### config.mk
export PLATFORM = sky130hd
export DESIGN_NAME = ipl_gating_unit
export DESIGN_NICKNAME = d
export VERILOG_FILES = /design/src/rtl/ipl_pkg.sv /design/src/rtl/ipl_regfile.sv /design/src/rtl/ipl_rdmux.sv /design/src/rtl/ipl_gate.sv /design/src/rtl/ipl_gating_unit.sv
export SDC_FILE = /design/constraint.sdc
export NUM_CORES = 1
export LEC_CHECK = 0
export ABC_AREA = 0
export ABC_CLOCK_PERIOD_IN_PS = 1000
export BUFFER_PORTS_ARGS = -buffer_cell sky130_fd_sc_hd__buf_2
export CAP_MARGIN = 20
export CORE_MARGIN = 4
export CORE_UTILIZATION = 44
export DETAILED_ROUTE_END_ITERATION = 10
export GPL_ROUTABILITY_DRIVEN = 0
export GPL_TIMING_DRIVEN = 0
export PLACE_DENSITY = 0.82
export SYNTH_ARGS = -nofsm -noshare
export SYNTH_HDL_FRONTEND = slang
export SYNTH_SLANG_ARGS = --single-unit
### constraint.sdc
create_clock -name clk_i -period 1 [get_ports clk_i]
set_input_delay 0.05 -clock clk_i [delete_from_list [all_inputs] [get_ports clk_i]]
set_output_delay 0.05 -clock clk_i [all_outputs]
set_load 0.02 [all_outputs]
### src/rtl/ipl_pkg.sv
package ipl_pkg;
  localparam int LVL_W  = 2;
  localparam int REG_W  = 8;
  localparam int FIELDS = REG_W / LVL_W;
  typedef logic [LVL_W-1:0] lvl_t;
endpackage

### src/rtl/ipl_regfile.sv
module ipl_regfile
  import ipl_pkg::*;
#(
  parameter int NUM_SRC = 6,
  parameter int ADDR_W  = 4
) (
  input  logic                         clk_i,
  input  logic                         rst_ni,
  input  logic                         we_i,
  input  logic [ADDR_W-1:0]            addr_i,
  input  logic [REG_W-1:0]             wdata_i,
  output logic [NUM_SRC-1:0][LVL_W-1:0] lvl_o
);
  for (genvar k = 0; k < NUM_SRC; k++) begin : g_fld
    localparam int RIDX = k / FIELDS;
    localparam int FIDX = k % FIELDS;
    lvl_t lvl_q;
    always_ff @(posedge clk_i or negedge rst_ni) begin
      if (!rst_ni)
        lvl_q <= '0;
      else if (we_i && addr_i == ADDR_W'(RIDX))
        lvl_q <= wdata_i[FIDX*LVL_W +: LVL_W];
    end
    assign lvl_o[k] = lvl_q;
  end
endmodule

### src/rtl/ipl_rdmux.sv
module ipl_rdmux
  import ipl_pkg::*;
#(
  parameter int NUM_SRC = 6,
  parameter int ADDR_W  = 4
) (
  input  logic [ADDR_W-1:0]             addr_i,
  input  logic [NUM_SRC-1:0][LVL_W-1:0] lvl_i,
  output logic [REG_W-1:0]              rdata_o
);
  always_comb begin
    rdata_o = '0;
    for (int k = 0; k < NUM_SRC; k++) begin
      if (addr_i == ADDR_W'(k / FIELDS))
        rdata_o[(k % FIELDS)*LVL_W +: LVL_W] = lvl_i[k];
    end
  end
endmodule

### src/rtl/ipl_gate.sv
module ipl_gate
  import ipl_pkg::*;
#(
  parameter int NUM_SRC = 6
) (
  input  logic                          en_i,
  input  logic                          stop_i,
  input  logic [LVL_W-1:0]              mask_i,
  input  logic [NUM_SRC-1:0][LVL_W-1:0] lvl_i,
  input  logic [NUM_SRC-1:0]            req_i,
  output logic [NUM_SRC-1:0]            irq_o
);
  lvl_t eff_mask;
  assign eff_mask = stop_i ? '0 : mask_i;

  for (genvar k = 0; k < NUM_SRC; k++) begin : g_src
    logic pass;
    assign pass     = lvl_i[k] >= eff_mask;
    assign irq_o[k] = en_i ? (req_i[k] & pass) : req_i[k];
  end
endmodule

### src/rtl/ipl_gating_unit.sv
module ipl_gating_unit
  import ipl_pkg::*;
#(
  parameter int NUM_SRC = 6,
  parameter int ADDR_W  = 4
) (
  input  logic               clk_i,
  input  logic               rst_ni,
  input  logic               we_i,
  input  logic [ADDR_W-1:0]  addr_i,
  input  logic [7:0]         wdata_i,
  output logic [7:0]         rdata_o,
  input  logic               en_i,
  input  logic               stop_i,
  input  logic [1:0]         mask_i,
  input  logic [NUM_SRC-1:0] irq_req_i,
  output logic [NUM_SRC-1:0] irq_o
);
  logic [NUM_SRC-1:0][LVL_W-1:0] lvl;

  ipl_regfile #(.NUM_SRC(NUM_SRC), .ADDR_W(ADDR_W)) i_regfile (
    .clk_i  (clk_i),
    .rst_ni (rst_ni),
    .we_i   (we_i),
    .addr_i (addr_i),
    .wdata_i(wdata_i),
    .lvl_o  (lvl)
  );

  ipl_rdmux #(.NUM_SRC(NUM_SRC), .ADDR_W(ADDR_W)) i_rdmux (
    .addr_i (addr_i),
    .lvl_i  (lvl),
    .rdata_o(rdata_o)
  );

  ipl_gate #(.NUM_SRC(NUM_SRC)) i_gate (
    .en_i  (en_i),
    .stop_i(stop_i),
    .mask_i(mask_i),
    .lvl_i (lvl),
    .req_i (irq_req_i),
    .irq_o (irq_o)
  );
endmodule

==> results.py <==
metrics = {
    "outcome": {
        "status": "finished, violations left",
        "violations": "negative setup slack",
    },
    "yosys": {
        "synth_edf_count": 0,
        "postSynthAreaPerCell_sq_um": 10.77,
        "syn_area_sq_um": 797.0,
        "synth_top_flop_cell": "dfrtp_1",
        "async_reset_ff_frac": 1.000,
        "syn_nets": 105,
        "synth_cell_types": 16,
        "synth-seq-area-share": 0.3768,
        "synth_seq_cells": 12,
        "ys_warn_count": 0,
        "synth_cells": 74,
    },
    "layout": {
        "drive_gt1_frac": 0.6744,
        "largest_reg_flops": 12,
        "post-route-cell-area_sq_mm": 0.001360,
        "fin_nets": 162,
        "fill_cells": 105,
        "area_growth_pct": 70.64,
        "reg_top3": "i_regfile.g_fld.lvl_q: 12 flops",
        "final_common_cell": "buf_2",
        "final_cell_mix": "buf_2, buf_4, inv_1, dfrtp_1, buf_6",
        "antenna_cells": 0,
        "top_register": "i_regfile.g_fld.lvl_q",
        "fin_util": 0.7877,
        "stdcell_count": 154,
    },
    "detailed_routing": {
        "num_vias": 745,
        "vias_per_cell": 4.838,
        "drcViolationCount": 0,
        "first_iter_violations": 13,
        "drt_first_pass_iters": 5,
        "routedWlPerCell_um": 15.61,
        "ant_nets": 0,
        "drt_wl_total_um": 2404,
    },
    "timing": {
        "rsz0062_at_grt": "yes",
        "period_minus_slack_ns": 1.405,
        "skew_ns": 0,
        "fmax_ghz": 0.7118,
        "worstMarginPinSlew_ns": 0.3874,
        "finalSetupViolCount": 15,
        "fin_hold_ws_ns": 0.008814,
        "worst_slack_ns": -0.4048,
        "finalHoldViolations": 0,
        "relSlewSlack": 0.7417,
        "period_share": 1.405,
        "drv_slew": 0,
    },
    "worst_setup_path": {
        "crit_type": "flip-flop to output port",
        "critPathMaxFanout": 3,
        "cp.required_ns": 0.95,
        "arrival_ns": 1.35,
        "start_kind": "flip-flop",
        "timing.rr.start": "i_regfile.g_fld[4].lvl_q[0]",
        "crit_start": "i_regfile.g_fld[3].lvl_q[1]",
        "path_cells": "ha_4, o21ai_2, a31oi_2, buf_4",
        "worst_path_largest_cell_delay_ns": 0.44,
        "crit_path_top_delay_cell": "dfrtp_1",
        "endpoint_kind": "output port",
    },
    "die": {
        "initial_core_util": 0.4616,
        "die-area_sq_mm": 0.002556,
        "rows": 15,
        "core_sq_mm": 0.001727,
        "die_w_um": 50.56,
        "ioPinCount": 39,
        "die_h_um": 50.56,
    },
    "clocking": {
        "clockBufferDepth": 2,
        "clkTransAtPathRegs_ns": 0.08,
        "cts.sinks": 12,
        "cts_tree": "yes",
        "cts_root_buffer": "clkbuf_4",
        "cts-htree-levels": 1,
        "cts_buffers": 3,
        "clk_latency_ns": 0.27,
    },
    "pwr": {
        "p_per_area_mw_per_mm2": 1401,
        "power.total_mw": 1.905,
        "worst_ir_drop_vdd_mv": 1.079,
        "p_leak_nw": 0.6816,
    },
    "global_route": {
        "grt_pass1_vias": 693,
        "gr-total-overflow": 0,
        "grt_max_degree": 13,
        "grt_usage": 0.1751,
        "grt_pass1_wl_um": 3346,
        "grt_antenna_before_repair": 0,
    },
    "place": {
        "portBuffers": 37,
        "dp.cells": 136,
        "dp.final_hpwl_um": 1455,
        "dpl-instance-area_sq_mm": 0.001070,
    },
    "min_path": {
        "hp-start": "wdata_i[4]",
        "min_path_type": "primary input to flip-flop",
    },
    "flow_run": {
        "maxCapViolations": 0,
    },
}
==> metrics by stage <==
stage,TNS (ns),worst slack [ns]
after CTS,-2.637,-0.3461
after detailed placement,-5.385,-0.3519
after floorplan,-1.485,-0.1390
final,-3.120,-0.4048
after global placement,-5.034,-0.3308
after global routing,-4.004,-0.4739
==> layer usage <==
layer	share of wire	up-vias	wire length, um	track usage
li1	-	369	-	-
met1	0.40	348	967	0.2235
met2	0.54	24	1305	0.2891
met3	0.037	4	89	0.02967
met4	0.017	0	42	0.07623
met5	0	-	0	0
==> synth_stat cells, types with 2 or more instances <==
cell,number,share of area
a31oi_1,6,0.047
and2_1,4,0.031
dfrtp_1,12,0.38
ha_1,6,0.094
inv_1,12,0.057
mux2_2,8,0.11
mux2_4,4,0.075
mux2i_1,4,0.050
nand2b_1,2,0.016
nor2_1,5,0.024
o21ai_0,6,0.038
==> logic make-up (layout without fill, tap and decap cells) <==
logic type,Yosys count,count (layout),share of synthesized area
muxes,16,16,0.2386
and+or+nand+nor,15,15,0.1397
buffers and inverters,13,68,0.06593
AOI/OAI and AO/OA,12,12,0.08478
DFF,12,12,0.3768
adders and majority gates,6,6,0.09419
==> final timing paths <==
kind	end	slack [ns]	depth (start not counted)
max reg2reg	i_regfile.g_fld[4].lvl_q[0]	-0.06	3
min in group asynchronous	i_regfile.g_fld[5].lvl_q[1]	0.19	2
min reg2reg	i_regfile.g_fld[0].lvl_q[0]	0.59	1
min	i_regfile.g_fld[2].lvl_q[0]	0.009	2
max in group asynchronous	i_regfile.g_fld[3].lvl_q[0]	0.59	2
max	irq_o[3]	-0.40	4
==> power by group <==
group | internal [mW] | switching, mW
Clock | 0.139 | 0.165
Combinational | 0.528 | 0.363
Sequential | 0.598 | 0.111
==> worst max-delay path, delay by kind of cell (launching register included) <==
family,cells,cell delay [ns]
AO/OA/AOI/OAI,2,0.18
flip-flops,1,0.44
buffers and inverters,1,0.16
adder cells (fa/ha/maj),1,0.30
==> area by class of cell <==
| cell class | count | area [sq um] | share of cell area |
|---|---|---|---|
| Buffer | 1 | 15.01 | 0.01104 |
| Clock buffer | 3 | 22.52 | 0.01656 |
| Inverter | 12 | 45.04 | 0.03312 |
| Multi-Input combinational cell | 49 | 564.3 | 0.4149 |
| Sequential cell | 12 | 300.3 | 0.2208 |
| Tap cell | 25 | 31.28 | 0.02300 |
| Timing Repair Buffer | 52 | 381.6 | 0.2806 |
==> repair_timing <==
| item | 4_1_cts | 5_1_grt |
|---|---|---|
| resized for setup | 24 | 16 |
| setup buffers | 8 | 7 |
| setup endpoints to repair | 22 | 14 |
| endpoints found under the hold margin | 12 | 1 |
| hold buffers | 1 | 1 |
| pin swaps | 5 | 6 |
Note: power is estimated with default switching activity, not from simulation.
